[config.mk]
export PLATFORM = sky130hd
export DESIGN_NAME = vcom_code_ctrl
export DESIGN_NICKNAME = d
export VERILOG_FILES = /design/src/rtl/vcom_ctrl_pkg.sv /design/src/rtl/line_sync.sv /design/src/rtl/bus_events.sv /design/src/rtl/xfer_fsm.sv /design/src/rtl/code_store.sv /design/src/rtl/vcom_code_ctrl.sv
export SDC_FILE = /design/constraint.sdc
export NUM_CORES = 1
export LEC_CHECK = 0
export BUFFER_PORTS_ARGS = -buffer_cell sky130_fd_sc_hd__buf_2
export CORE_MARGIN = 3
export CORE_UTILIZATION = 65
export DETAILED_ROUTE_END_ITERATION = 10
export PLACE_DENSITY = 0.84
export SLEW_MARGIN = 25
export SYNTH_ARGS = -nofsm -noshare
export SYNTH_HDL_FRONTEND = slang
export SYNTH_SLANG_ARGS = --single-unit
[constraint.sdc]
create_clock -name clk -period 3.5 [get_ports clk]
set_input_delay 0 -clock clk [delete_from_list [all_inputs] [get_ports clk]]
set_output_delay 0 -clock clk [all_outputs]
set_load 0.02 [all_outputs]
[src/rtl/vcom_ctrl_pkg.sv]
package vcom_ctrl_pkg;

  // transfer sequencer states
  typedef enum logic [2:0] {
    ST_IDLE,
    ST_ADDR,
    ST_ADDR_ACK,
    ST_WDATA,
    ST_WDATA_ACK,
    ST_RDATA,
    ST_RACK,
    ST_DONE
  } xfer_state_t;

  // bus conditions seen on the synchronized lines
  typedef struct packed {
    logic start;
    logic stop;
    logic rise;
    logic fall;
  } bus_evt_t;

endpackage

[src/rtl/line_sync.sv]
module line_sync #(
  parameter int          WIDTH   = 3,
  parameter logic [WIDTH-1:0] RST_VAL = '1
) (
  input  logic             clk,
  input  logic             rst,
  input  logic [WIDTH-1:0] din,
  output logic [WIDTH-1:0] dout
);

  logic [WIDTH-1:0] meta_q;
  logic [WIDTH-1:0] sync_q;

  always_ff @(posedge clk) begin
    if (rst) begin
      meta_q <= RST_VAL;
      sync_q <= RST_VAL;
    end else begin
      meta_q <= din;
      sync_q <= meta_q;
    end
  end

  assign dout = sync_q;

endmodule

[src/rtl/bus_events.sv]
module bus_events
  import vcom_ctrl_pkg::*;
(
  input  logic     clk,
  input  logic     rst,
  input  logic     scl_s,
  input  logic     sda_s,
  output bus_evt_t evt
);

  logic scl_p;
  logic sda_p;

  always_ff @(posedge clk) begin
    if (rst) begin
      scl_p <= 1'b1;
      sda_p <= 1'b1;
    end else begin
      scl_p <= scl_s;
      sda_p <= sda_s;
    end
  end

  always_comb begin
    evt.rise  = !scl_p && scl_s;
    evt.fall  = scl_p && !scl_s;
    evt.start = scl_p && scl_s && sda_p && !sda_s;
    evt.stop  = scl_p && scl_s && !sda_p && sda_s;
  end

endmodule

[src/rtl/xfer_fsm.sv]
module xfer_fsm
  import vcom_ctrl_pkg::*;
#(
  parameter int         CODE_W = 7,
  parameter logic [6:0] ADDR7  = 7'b1001111,
  localparam int        BYTE_W = CODE_W + 1
) (
  input  logic              clk,
  input  logic              rst,
  input  bus_evt_t          evt,
  input  logic              sda_s,
  input  logic              busy_i,
  input  logic [CODE_W-1:0] rd_code_i,
  output logic              sda_oe_o,
  output logic              commit_o,
  output logic [BYTE_W-1:0] commit_byte_o
);

  localparam int CNT_W = $clog2(BYTE_W + 1);
  localparam logic [CNT_W-1:0] LAST_BIT = CNT_W'(BYTE_W);

  xfer_state_t       state;
  logic [CNT_W-1:0]  bit_cnt;
  logic [BYTE_W-1:0] shreg;
  logic              is_read;
  logic              oe_q;
  logic              commit_q;
  logic              addr_hit;

  assign addr_hit = (shreg[BYTE_W-1:1] == ADDR7);

  always_ff @(posedge clk) begin
    if (rst) begin
      state    <= ST_IDLE;
      bit_cnt  <= '0;
      shreg    <= '0;
      is_read  <= 1'b0;
      oe_q     <= 1'b0;
      commit_q <= 1'b0;
    end else begin
      commit_q <= 1'b0;
      if (evt.start) begin
        state   <= ST_ADDR;
        bit_cnt <= '0;
        oe_q    <= 1'b0;
      end else if (evt.stop) begin
        state <= ST_IDLE;
        oe_q  <= 1'b0;
      end else begin
        case (state)
          ST_ADDR: begin
            if (evt.rise) begin
              shreg   <= {shreg[BYTE_W-2:0], sda_s};
              bit_cnt <= bit_cnt + 1'b1;
            end else if (evt.fall && bit_cnt == LAST_BIT) begin
              if (addr_hit && (shreg[0] || !busy_i)) begin
                oe_q    <= 1'b1;
                is_read <= shreg[0];
                state   <= ST_ADDR_ACK;
              end else begin
                state <= ST_IDLE;
              end
            end
          end
          ST_ADDR_ACK: begin
            if (evt.fall) begin
              bit_cnt <= '0;
              if (is_read) begin
                shreg <= {rd_code_i, 1'b1};
                oe_q  <= !rd_code_i[CODE_W-1];
                state <= ST_RDATA;
              end else begin
                oe_q  <= 1'b0;
                state <= ST_WDATA;
              end
            end
          end
          ST_WDATA: begin
            if (evt.rise) begin
              shreg   <= {shreg[BYTE_W-2:0], sda_s};
              bit_cnt <= bit_cnt + 1'b1;
            end else if (evt.fall && bit_cnt == LAST_BIT) begin
              oe_q     <= 1'b1;
              commit_q <= 1'b1;
              state    <= ST_WDATA_ACK;
            end
          end
          ST_WDATA_ACK: begin
            if (evt.fall) begin
              oe_q  <= 1'b0;
              state <= ST_DONE;
            end
          end
          ST_RDATA: begin
            if (evt.rise) begin
              bit_cnt <= bit_cnt + 1'b1;
            end else if (evt.fall) begin
              if (bit_cnt == LAST_BIT) begin
                oe_q  <= 1'b0;
                state <= ST_RACK;
              end else begin
                shreg <= {shreg[BYTE_W-2:0], 1'b1};
                oe_q  <= !shreg[BYTE_W-2];
              end
            end
          end
          ST_RACK: begin
            if (evt.fall) state <= ST_DONE;
          end
          default: ;
        endcase
      end
    end
  end

  assign sda_oe_o      = oe_q;
  assign commit_o      = commit_q;
  assign commit_byte_o = shreg;

  logic fall_ev;
  assign fall_ev = evt.fall;

  AST_DRIVE_AFTER_FALL: assert property (@(posedge clk) disable iff (rst)
    $rose(oe_q) |-> $past(fall_ev));

  AST_NO_WRITE_ACK_BUSY: assert property (@(posedge clk) disable iff (rst)
    (state == ST_ADDR_ACK && !is_read) |-> !busy_i);

endmodule

[src/rtl/code_store.sv]
module code_store #(
  parameter int                CODE_W      = 7,
  parameter logic [CODE_W-1:0] NV_DEFAULT  = 7'h40,
  parameter int                BUSY_CYCLES = 5_000_000,
  localparam int               BYTE_W      = CODE_W + 1
) (
  input  logic              clk,
  input  logic              rst,
  input  logic              commit_i,
  input  logic [BYTE_W-1:0] commit_byte_i,
  input  logic              allow_i,
  output logic [CODE_W-1:0] dac_code_o,
  output logic              busy_o
);

  localparam int BCNT_W = $clog2(BUSY_CYCLES + 1);
  localparam logic [BCNT_W-1:0] BUSY_LOAD = BCNT_W'(BUSY_CYCLES);

  // retained copy: holds its contents across reset
  logic [CODE_W-1:0] nv_q = NV_DEFAULT;
  logic [CODE_W-1:0] dac_q;
  logic [BCNT_W-1:0] busy_cnt;
  logic              dac_go;
  logic              prog_go;

  assign dac_go  = commit_i && allow_i && commit_byte_i[0];
  assign prog_go = commit_i && allow_i && !commit_byte_i[0];

  always_ff @(posedge clk) begin
    if (prog_go) nv_q <= commit_byte_i[BYTE_W-1:1];
  end

  always_ff @(posedge clk) begin
    if (rst)         dac_q <= nv_q;
    else if (dac_go) dac_q <= commit_byte_i[BYTE_W-1:1];
  end

  always_ff @(posedge clk) begin
    if (rst)                busy_cnt <= '0;
    else if (prog_go)       busy_cnt <= BUSY_LOAD;
    else if (busy_cnt != 0) busy_cnt <= busy_cnt - 1'b1;
  end

  assign dac_code_o = dac_q;
  assign busy_o     = (busy_cnt != '0);

  AST_DAC_HOLD_IDLE: assert property (@(posedge clk) disable iff (rst)
    !commit_i |=> $stable(dac_q));

  AST_WP_HOLD: assert property (@(posedge clk) disable iff (rst)
    (commit_i && !allow_i) |=> ($stable(dac_q) && $stable(nv_q)));

  AST_BUSY_FROM_PROG: assert property (@(posedge clk) disable iff (rst)
    $rose(busy_o) |-> $past(commit_i && !commit_byte_i[0]));

  always_comb begin
    AST_BUSY_RANGE: assert (busy_cnt <= BUSY_LOAD);
  end

endmodule

[src/rtl/vcom_code_ctrl.sv]
module vcom_code_ctrl
  import vcom_ctrl_pkg::*;
#(
  parameter int                CODE_W      = 7,
  parameter logic [6:0]        ADDR7       = 7'b1001111,
  parameter logic [CODE_W-1:0] NV_DEFAULT  = 7'h40,
  parameter int                BUSY_CYCLES = 5_000_000
) (
  input  logic              clk,
  input  logic              rst,
  input  logic              scl_i,
  input  logic              sda_i,
  input  logic              wr_allow_i,
  output logic              sda_oe_o,
  output logic [CODE_W-1:0] dac_code_o,
  output logic              nv_busy_o
);

  localparam int BYTE_W = CODE_W + 1;

  logic [2:0]        lines_s;
  bus_evt_t          evt;
  logic              commit;
  logic [BYTE_W-1:0] commit_byte;

  // bit 2: write-allow (reset low), bits 1..0: data and clock (idle high)
  line_sync #(.WIDTH(3), .RST_VAL(3'b011)) i_sync (
    .clk  (clk),
    .rst  (rst),
    .din  ({wr_allow_i, sda_i, scl_i}),
    .dout (lines_s)
  );

  bus_events i_events (
    .clk   (clk),
    .rst   (rst),
    .scl_s (lines_s[0]),
    .sda_s (lines_s[1]),
    .evt   (evt)
  );

  xfer_fsm #(.CODE_W(CODE_W), .ADDR7(ADDR7)) i_fsm (
    .clk           (clk),
    .rst           (rst),
    .evt           (evt),
    .sda_s         (lines_s[1]),
    .busy_i        (nv_busy_o),
    .rd_code_i     (dac_code_o),
    .sda_oe_o      (sda_oe_o),
    .commit_o      (commit),
    .commit_byte_o (commit_byte)
  );

  code_store #(
    .CODE_W      (CODE_W),
    .NV_DEFAULT  (NV_DEFAULT),
    .BUSY_CYCLES (BUSY_CYCLES)
  ) i_store (
    .clk           (clk),
    .rst           (rst),
    .commit_i      (commit),
    .commit_byte_i (commit_byte),
    .allow_i       (lines_s[2]),
    .dac_code_o    (dac_code_o),
    .busy_o        (nv_busy_o)
  );

endmodule

; Word-level counts from Yosys, hierarchy flattened
; Cells that the tools add are included.
[totals]
regBits = 63
latch_bits = 0
ramBits = 0
rom_bits = 0
input_bits = 5
output_inout_bits = 9
elab_cells = 136
n_memories = 0
[op_classes]
addsub = 2
multipliers = 0
div_mod_pow = 0
n_lt_le_gt_ge = 0
eq_ne = 32
n_shift = 0
mux = 41
bitwise_logic = 4
n_reduce_logical = 42
[op_table]
columns = op, count
row1 = two-way mux 8 bit, 6
row2 = two-way mux 23 bit, 2
row3 = two-way mux 3 bit, 10
row4 = AND reduction 10 bit, 3
row5 = one-hot mux 8 bit (3 select lines), 1
row6 = nonzero test 23 bit, 1
row7 = subtractor 23 x 1 -> 23 bit (second input constant), 1
row8 = inequality test 2 x 1 -> 1 bit (second input constant), 11
row9 = inequality test 4 x 3 -> 1 bit (second input constant), 5
row10 = one-hot mux 3 bit (5 select lines), 1
row11 = two-way mux 1 bit, 14
row12 = two-way mux 7 bit, 2
row13 = logical AND 1 bit, 12
row14 = inequality test 4 bit (second input constant), 3
row15 = nonzero test 5 bit, 2
row16 = equality test 3 bit (second input constant), 3
row17 = AND reduction 9 bit, 1
row18 = zero test 1 bit, 8
row19 = two-way mux 4 bit, 2
row20 = inequality test 2 bit (second input constant), 4
row21 = one-hot mux 4 bit (2 select lines), 1
row22 = OR reduction 2 bit, 4
row23 = equality test 7 bit (second input constant), 1
row24 = nonzero test 7 bit, 1
row25 = 15 further kinds, 22

; Depth between registers and ports, before layout
; Gate-level depths: netlist of run 1.
[logic_depth]
ltp_word = 10
depth_mapped = 8
mapped_depth_nobuf = 8

; Cells and area by module
; From an unflattened synthesis of run 1, not the netlist that was laid out.
[unflattened]
hier_cells = 307
hier_area_um2 = 3100.5
[by_module_without_submodules]
columns = module, instances, cells_per_inst, area_per_inst_um2, seq_area_each_um2
row1 = code_store, 1, 158, 1690.4, 880.8
row2 = xfer_fsm, 1, 129, 1167.4, 360.3
row3 = line_sync, 1, 12, 157.7, 120.1
row4 = bus_events, 1, 8, 85.1, 40.0

; Least setup slack after synthesis of run 1
; No wires, ideal clock.
[synth_path]
path_type = register to register
start = reg i_store.busy_cnt[18]
end = reg i_fsm.oe_q, in the netlist i_fsm.sda_oe_o
setup_time_ns = 0.072
arrival_time_ns = 2.216
required_time_ns = 3.428
path_slack_ns = 1.212
path_stages_with_launch = 7
path_buffers = 0
period_less_slack_ns = 2.288
cell_sequence = dfxtp_1 -> or4_4 -> or4_4 -> nor3_4 -> inv_1 -> a31oi_1 -> mux2i_1
[synth_between]
elab_chain_len = 6
[synth_lines]
columns = element, line
row1 = from (decl), code_store.sv:22  ; logic [BCNT_W-1:0] busy_cnt;
row2 = from (signal assigned), code_store.sv:41  ; else if (busy_cnt != 0) busy_cnt <= busy_cnt - 1'b1;
row3 = nonzero test 23 bit, code_store.sv:45  ; assign busy_o = (busy_cnt != '0);
row4 = named net nv_busy_o, vcom_code_ctrl.sv:16  ; output logic nv_busy_o
row5 = zero test 1 bit, xfer_fsm.sv:56  ; if (addr_hit && (shreg[0] || !busy_i)) begin
row6 = logical OR 1 bit, xfer_fsm.sv:56
row7 = logical AND 1 bit, xfer_fsm.sv:56
row8 = inequality test 2 x 1 -> 1 bit (no source line), n/a
row9 = AND reduction 10 bit (no source line), n/a
row10 = to (signal assigned), xfer_fsm.sv:70  ; oe_q <= !rd_code_i[CODE_W-1];
row11 = to (signal assigned), xfer_fsm.sv:103  ; oe_q <= !shreg[BYTE_W-2];
row12 = to (decl), xfer_fsm.sv:26  ; logic oe_q;
; The timed path passes the listed nets, and every way through them passes these cells.
; A chain may end at the register's enable or synchronous reset.

; Worst setup path in the final report of run 1
[layout_path]
start = reg i_store.busy_cnt[11]
end = out nv_busy_o
[layout_between]
elab_chain_len = 1
[layout_lines]
columns = element, line
row1 = nonzero test 23 bit, code_store.sv:45
row2 = to (decl), vcom_code_ctrl.sv:16
; No other way between the ends.

==> results of run 1 <==
final timing paths:
check / startpoint / end / cells after the start
setup / recovery: i_store.busy_cnt[11] / nv_busy_o / 5
hold / removal: rst / i_sync.meta_q[2] / 2
setup reg to reg: i_store.busy_cnt[11] / i_fsm.sda_oe_o / 6
hold reg to reg: i_sync.meta_q[1] / i_sync.dout[1] / 1
kinds of logic (layout without fill, tap and decap cells):
family	after synthesis	count (layout)	synth area share (%)
AND/OR/NAND/NOR	118	118	22.6
AO/OA/AOI/OAI	73	73	15.9
flip-flops	63	63	47.5
buffers and inverters	22	45	3.05
multiplexers	16	16	5.72
XOR/XNOR	12	12	3.56
adder cells (fa/ha/maj)	4	4	1.70
per-layer routing:
metal  share of wire, %  vias up
met5                  0        -
li1                   -     1170
met1                 47     1101
met2                 46       72
met4               0.88        0
met3                5.9        6
state kept, by name (all words and copies together), names as in the netlist, 3 cells and up:
register             flops
i_sync.dout              3
i_store.nv_q             7
i_fsm.state              3
i_store.dac_code_o       7
i_sync.meta_q            3
i_fsm.bit_cnt            4
i_fsm.commit_byte_o      8
i_store.busy_cnt        23
power groups by stage:
stage	logic, mW	registers, mW	clock network (mW)
after floorplan	0.815	0.976	0
after global routing	1.06	1.01	0.633
after global placement	0.922	0.994	0
after CTS	0.960	0.987	0.605
final	0.961	0.991	0.593
after detailed placement	0.948	1.00	0
per-stage QoR:
stage                     power [mW]  hold slack, ps  instance area [sq um]  cells
after floorplan                 1.79             104                   2950    308
after global placement          1.92             184                   3050    362
after detailed placement        1.95             187                   3050    362
after CTS                       2.55             216                   3260    381
after global routing            2.71             239                   3260    381
final                           2.54             226                   3260    381
synth_stat cells (6+ instances only):
| cell type | number | area share [%] |
|---|---|---|
| nor3_1 | 8 | 1.4 |
| o21ai_0 | 15 | 2.5 |
| clkbuf_1 | 10 | 1.3 |
| nand2_1 | 15 | 1.9 |
| mux2_2 | 7 | 2.7 |
| mux2i_1 | 9 | 3.1 |
| nand3_1 | 7 | 1.2 |
| or3_1 | 7 | 1.5 |
| edfxtp_1 | 14 | 14 |
| nor2_1 | 30 | 3.8 |
| or2_2 | 9 | 1.9 |
| inv_1 | 11 | 1.4 |
| a211oi_1 | 12 | 3.1 |
| xor2_1 | 6 | 1.8 |
| dfxtp_1 | 49 | 33 |
| xnor2_1 | 6 | 1.8 |
| a21oi_1 | 21 | 3.6 |
| nand2b_1 | 7 | 1.5 |
final cells by class:
class | instances | area, sq um
Clock buffer | 9 | 124
Fill cell | 275 | 938
Sequential cell | 63 | 1400
Inverter | 11 | 41.3
Clock inverter | 7 | 63.8
Timing Repair Buffer | 18 | 110
Multi-Input combinational cell | 223 | 1460
Tap cell | 50 | 62.6
==> metrics.cfg, run 1 <==
[status]
status = completed

[synthesis]
synth_nets = 317
ys_types = 46
syn_inst = 308
synth_warnings = 0
synth-seq-cells = 63
yosysSeqAreaShare_pct = 47.5
synthArstFlopShare_pct = 0
syn_area_per_cell_sq_um = 9.58
netlist_area_sq_mm = 0.00295
synth-edff-count = 14
ys.flop_type = dfxtp_1

[global_routing]
grt.busiest_layer = met2
grtUsageMet1_pct = 31.7
met3_usage_pct = 5.34
gr-total-overflow = 0
grt_max_degree = 40
grt_pass1_wl_um = 9710
antenna_found_initial = 0
grt_pass1_vias = 2145
grtUsageTotal_pct = 23.1
use_met2_pct = 36.4

[clock_network]
clk_pin_slew_ps = 60
worstSkewPairLatency_ps = 330
clkSinkCount = 63
root_buffer = clkbuf_8
cts_htree_levels = 3
cts_tree = yes
numCtsBuffers = 9
cts_hold_buf = 3
ctsResizeCount = 0
post_cts_buffers = 0
ctsLongestPathBuffers = 2

[detailed_routing]
antenna_left = 0
wirelength_um = 5810
vias_per_cell = 6.17
initialDrtViolationCount = 174
drtPass1Iterations = 5
routed-via-count = 2349
drc_errors = 0
wl_per_cell_um = 15.2

[placed_design]
place_ws_ps = 1060
hpwl_um = 3950
portBuffers = 13
gp_congestion = 0.863

[floorplanning]
dieArea_sq_mm = 0.00539
die_h_um = 73.4
die_w_um = 73.4
io_pins = 14
initial_core_util_pct = 70.3
core_area_sq_mm = 0.00420
rows = 23

[worst_setup_path]
crit_chain = or4_4, or3_1, nor3_4, inv_1, buf_2
crit_fanout = 9
cp.arrival_ps = 2480
cp.buffers_inverters = 2
critPathMaxStageDelay_ps = 560
crit_path_end_kind = primary output
cpMaxStageDelayCell = or4_4
crit_path_start_kind = register
path_delay_family = simple AND/OR/NAND/NOR gates
worstSetupPathType = reg -> out
cp.required_ps = 3500
r2r_slack_ps = 1030

[final_layout]
nNetsFinal = 335
fin_util_pct = 77.7
area_growth_pct = 10.6
layout_commonest_cell = dfxtp_1
layout_common_cells = 49 x dfxtp_1, 30 x nor2_1, 21 x a21oi_1
layout-drive-gt1-share_pct = 16.3
antenna_cells = 0

[sta]
finalCritPeriodShare_pct = 70.8
slew_headroom_pct = 35.6
skew_ps = 7.02
finalHoldViolations = 0
min_period_ps = 2480
max_freq_ghz = 0.404
fin_ws_ps = 1020
tightest_slew_ps = 965
drv_slew = 0
finalSetupTns_ps = 0
setup_viol = 0
rsz0062_at_grt = no

[pwr]
power_density_mw_per_mm2 = 780
p_switching_uw = 953
pwr-share-comb_pct = 37.8
p_leak_nw = 1.20
p_int_mw = 1.59
power_frac_clock_pct = 23.3
ir_drop_mv = 0.774
p_seq_share_pct = 39.0
power_switching_share_pct = 37.5

[run]
maxCapViolCount = 0

[worst_hold_path]
min-delay-path-class = in -> reg

No activity file was read; power rests on OpenSTA's default activity.
==> inputs of run 2 (changes only) <==
Settings changed: CORE_UTILIZATION 65 to 55, PLACE_DENSITY 0.84 to 0.75.
Clock period 3.5 ns to 2 ns, I/O delays scaled along.
==> metrics.cfg, run 2 (same netlist as run 1, synthesis figures left out) <==
[placed_design]
place_ws_ps = -225  ; -1290 ps
placed_area_sq_mm = 0.00342  ; +12%
portBuffers = 13  ; unchanged
gp_congestion = 0.886  ; +2.7%
hpwl_um = 4490  ; +14%

[final_layout]
layout_commonest_cell = buf_4
layout_common_cells = 49 x buf_4, 45 x dfxtp_1, 29 x nor2_1
layout-drive-gt1-share_pct = 32.6  ; +16 points
fill_cells = 367  ; +33%
area_growth_pct = 30.7
seqCellArea_sq_mm = 0.00141  ; +0.36%
multi_input_area_sq_mm = 0.00156  ; +6.9%
design_area_sq_mm = 0.00386  ; +18%
nNetsFinal = 388  ; +16%
regMostFlops = i_store.busy_cnt
largest_register_ffs = 23  ; unchanged
antenna_cells = 0  ; unchanged

[global_routing]
antenna_found_initial = 0  ; unchanged
grt_pass1_wl_um = 11700  ; +20%
grt_pass1_vias = 2559  ; +19%
grtUsageTotal_pct = 23.8  ; +0.69 points
gr-total-overflow = 0  ; unchanged
met3_usage_pct = 7.82  ; +2.5 points
grt.busiest_layer = met2
use_met2_pct = 39.6  ; +3.2 points
grt_max_degree = 27  ; -33%
grtUsageMet1_pct = 29.2  ; -2.5 points

[sta]
min_period_ps = 2220
slew_headroom_pct = 60.7  ; +25 points
finalCritPeriodShare_pct = 111
skew_ps = 8.15  ; +1.13 ps
fin_ws_ps = -224  ; -1250 ps
finalSetupTns_ps = -2980  ; -2980 ps
drv_slew = 0  ; unchanged
finalHoldViolations = 0  ; unchanged
tightest_slew_ps = 574  ; -391 ps
setup_viol = 20  ; +20
max_freq_ghz = 0.450
rsz0062_at_grt = yes

[status]
status = complete, but fails checks
failed_checks = setup timing

[clock_network]
ctsLongestPathBuffers = 2  ; unchanged
root_buffer = clkbuf_8
cts_htree_levels = 3  ; unchanged
clkSinkCount = 63  ; unchanged
cts_tree = yes
numCtsBuffers = 9  ; unchanged
clk_pin_slew_ps = 70  ; about the same
worstSkewPairLatency_ps = 350  ; +20 ps

[detailed_routing]
initialDrtViolationCount = 205  ; +18%
drtPass1Iterations = 4  ; -1
vias_per_cell = 5.75  ; -6.7%
wirelength_um = 7130  ; +23%
drc_errors = 0  ; unchanged
antenna_left = 0  ; unchanged
wl_per_cell_um = 15.7  ; +3.1%
routed-via-count = 2611  ; +11%

[worst_setup_path]
crit_fanout = 2  ; -7
worstSetupPathType = reg -> out
crit_path_start_kind = register
crit_chain = or4_4, or4_4, buf_4, nor3_4, inv_4, buf_6, buf_6
cp.arrival_ps = 2220  ; -260 ps
crit_path_end_kind = primary output
r2r-start = i_store.busy_cnt[17]
cp-startpoint = i_store.busy_cnt[17]
critPathMaxStageDelay_ps = 530  ; -30 ps
cp.required_ps = 2000  ; -1500 ps
cpMaxStageDelayCell = or4_4

[worst_hold_path]
min-delay-path-class = in -> reg
min_from = rst

[floorplanning]
die_h_um = 79.3  ; +8.0%
initial_core_util_pct = 57.4  ; -13 points
dieArea_sq_mm = 0.00628  ; +17%
rows = 26  ; +13%
die_w_um = 79.3  ; +8.0%
io_pins = 14  ; unchanged
core_area_sq_mm = 0.00514  ; +22%

[pwr]
p_leak_nw = 1.50  ; +25%
power_density_mw_per_mm2 = 1550  ; +99%
p_total_mw = 5.98  ; +130%
ir_drop_mv = 1.06  ; +37%

[run]
maxCapViolCount = 0  ; unchanged

-- run 2: layout make-up --
type / count / area share [%]
tap: 70 / 2.27
sequential: 63 / 36.5
clock inverter: 6 / 2.21
timing repair buffer: 71 / 14.1
clock buffer: 10 / 3.31
multi-input combinational: 223 / 40.5
inverter: 11 / 1.14
-- run 2: final timing paths --
path	cells after the start	to	slack (ps)
setup / recovery	7	nv_busy_o	-220
hold / removal	2	i_store.busy_cnt[8]	140
setup reg to reg	7	i_store.busy_cnt[19]	-210
hold reg to reg	1	i_sync.dout[0]	420
-- run 2: worst max-delay path: cells and delay by family (launching register included) --
kind                   cells  cell delay, ps
and+or+nand+nor            3            1130
DFF                        1             320
buffers and inverters      4             440
-- run 2: through the flow --
step                utilization (%)  cells  hold WS [ps]
floorplan                         -    308           104
global placement               66.6    426           183
detailed placement             66.6    426           186
CTS                            73.9    453           126
global route                   75.0    454           148
finish                         75.0    454           142
-- run 2: report_power, final --
part	leakage (nW)	switching [mW]	internal [mW]	total [mW]
Combinational	0.863	1.50	1.58	3.08
Sequential	0.537	0.174	1.52	1.69
Clock	0.104	0.507	0.697	1.20
-- run 2: metal layers --
| layer | part of all wire (%) | wire length [um] |
|---|---|---|
| met1 | 44 | 3120 |
| met2 | 49 | 3470 |
| met3 | 6.2 | 439 |
| met4 | 1.6 | 111 |
| met5 | 0 | 0 |
-- run 2: repair_timing --
item                                   CTS  global route
hold buffers                             3             0
pin swaps                               12            10
buffers inserted                         8             1
endpoints found under the hold margin    3             0
setup endpoints to repair               26            24
gates resized for setup                 16            15
==> inputs of run 3 (changes only) <==
Settings changed: CORE_ASPECT_RATIO set to 1.25.
==> metrics.cfg, run 3 (same netlist as run 1, synthesis figures left out) <==
[status]
status = complete, but fails checks
failed_checks = setup timing

[final_layout]
design_area_sq_mm = 0.00384  ; -0.45%
largest_register_ffs = 23  ; unchanged
area_growth_pct = 30.1
final_cells = 438  ; -3.5%
layout-drive-gt1-share_pct = 31.6  ; -0.90 points
antenna_cells = 0  ; unchanged
fin_util_pct = 75.1  ; about the same
layout_commonest_cell = dfxtp_1
nNetsFinal = 380  ; -2.1%
regMostFlops = i_store.busy_cnt
fill_cells = 356  ; -3.0%
layout_common_cells = 43 x dfxtp_1, 41 x buf_4, 29 x nor2_1

[worst_setup_path]
cp.arrival_ps = 2170  ; -50 ps
worstSetupPathType = reg -> out
crit_path_end_kind = primary output
crit_path_start_kind = register
r2r-start = i_store.busy_cnt[17]
cp-startpoint = i_store.busy_cnt[17]
crit_fanout = 3  ; +1
cp.required_ps = 2000  ; about the same

[floorplanning]
dieArea_sq_mm = 0.00629  ; about the same
die_w_um = 71.5  ; -9.8%
initial_core_util_pct = 57.7  ; +0.27 points
io_pins = 14  ; unchanged
die_h_um = 87.9  ; +11%
core_area_sq_mm = 0.00512  ; -0.46%
rows = 29  ; +12%

[worst_hold_path]
min_from = rst
min-delay-path-class = in -> reg

[placed_design]
hpwl_um = 4520  ; +0.63%
place_ws_ps = -215  ; +9.85 ps
placed_area_sq_mm = 0.00338  ; -1.2%
dp_cells = 412  ; -3.3%
gp_congestion = 0.859  ; -3.0%
portBuffers = 13  ; unchanged

[detailed_routing]
wirelength_um = 7010  ; -1.7%
initialDrtViolationCount = 220  ; +7.3%
wl_per_cell_um = 16.0  ; +1.9%
antenna_left = 0  ; unchanged
drtPass1Iterations = 4  ; unchanged
vias_per_cell = 5.92  ; +2.9%
routed-via-count = 2592  ; -0.73%
drc_errors = 0  ; unchanged

[sta]
hold-worst-slack_ps = 56.0  ; -85.7 ps
setup_viol = 22  ; +10%
finalHoldViolations = 0  ; unchanged
max_freq_ghz = 0.460  ; +2.3%
min_period_ps = 2170  ; -49.6 ps
finalCritPeriodShare_pct = 109  ; -2.5 points
skew_ps = 7.78  ; -0.375 ps
fin_ws_ps = -175  ; +49.6 ps
finalSetupTns_ps = -2160  ; +826 ps
slew_headroom_pct = 70.3  ; +9.6 points
rsz0062_at_grt = yes
drv_slew = 0  ; unchanged
tightest_slew_ps = 434  ; -140 ps

[clock_network]
root_buffer = clkbuf_8
numCtsBuffers = 9  ; unchanged
worstSkewPairLatency_ps = 350  ; about the same
ctsLongestPathBuffers = 2  ; unchanged
clk_pin_slew_ps = 80  ; about the same
cts_tree = yes
cts_htree_levels = 3  ; unchanged
clkSinkCount = 63  ; unchanged

[pwr]
ir_drop_mv = 1.89  ; +79%
power_density_mw_per_mm2 = 1610  ; +3.7%
p_total_mw = 6.17  ; +3.3%
p_leak_nw = 1.49  ; -0.77%

[global_routing]
gr-total-overflow = 0  ; unchanged
antenna_found_initial = 0  ; unchanged
grt_pass1_vias = 2524  ; -1.4%
grt_pass1_wl_um = 11700  ; -0.17%
grtUsageTotal_pct = 23.9  ; +0.073 points
grt_max_degree = 22  ; -19%

[run]
maxCapViolCount = 0  ; unchanged

run 3: changes by cell type in the layout (fill, tap and decap cells not counted), moves of 2 or more:
cell / previous run / this run
dfxtp_2: 4 / 6
a21oi_2: 2 / 0
buf_4: 49 / 41
o21ai_1: 2 / 0
a21oi_1: 19 / 21
dfxtp_1: 45 / 43
o21ai_0: 10 / 13
inv_6: 0 / 4
run 3: where the power goes:
group          internal (mW)  leakage (nW)  total [mW]  switching, mW
clock                  0.845         0.125        1.40          0.556
sequential              1.52         0.538        1.70          0.179
combinational           1.54         0.829        3.07           1.54
total                   3.90          1.49        6.17           2.27
run 3: final cells by class:
cell class,count,area (sq um),share of cell area (%)
inverter,11,43.8,1.14
clock buffer,9,124,3.23
sequential,63,1410,36.7
tap,62,77.6,2.02
timing repair buffer,63,485,12.6
multi-input combinational,223,1580,41.0
clock inverter,7,125,3.26
run 3: path summary, 6_finish.rpt:
kind	to	slack, ps	cells after the start
setup / recovery	nv_busy_o	-170	6
hold / removal	i_sync.dout[2]	60	2
hold reg to reg	i_sync.dout[1]	410	1
setup reg to reg	i_fsm.sda_oe_o	-160	7
run 3: critical path, cell delays in order, from the launching register on:
cell	delay, ps
dfxtp_2	320
or4_4	540
or4_4	460
nor3_4	210
inv_4	50
buf_6	120
buf_6	120
run 3: metal layers:
layer  share of wire [%]  track usage, %  vias to the layer above
met5                   0               0                        -
met4                 2.2            10.8                        0
met3                 3.6            5.63                       16
met2                  53            40.8                       61
met1                  42            28.6                     1254
li1                    -               -                     1261
run 3: what timing repair did:
item	4_1_cts	5_1_grt
cloned	0	0
hold buffers	3	0
setup buffers	5	2
pin swaps	8	5
gates resized for setup	16	13
hold endpoints to repair	3	0
setup endpoints to repair	22	28
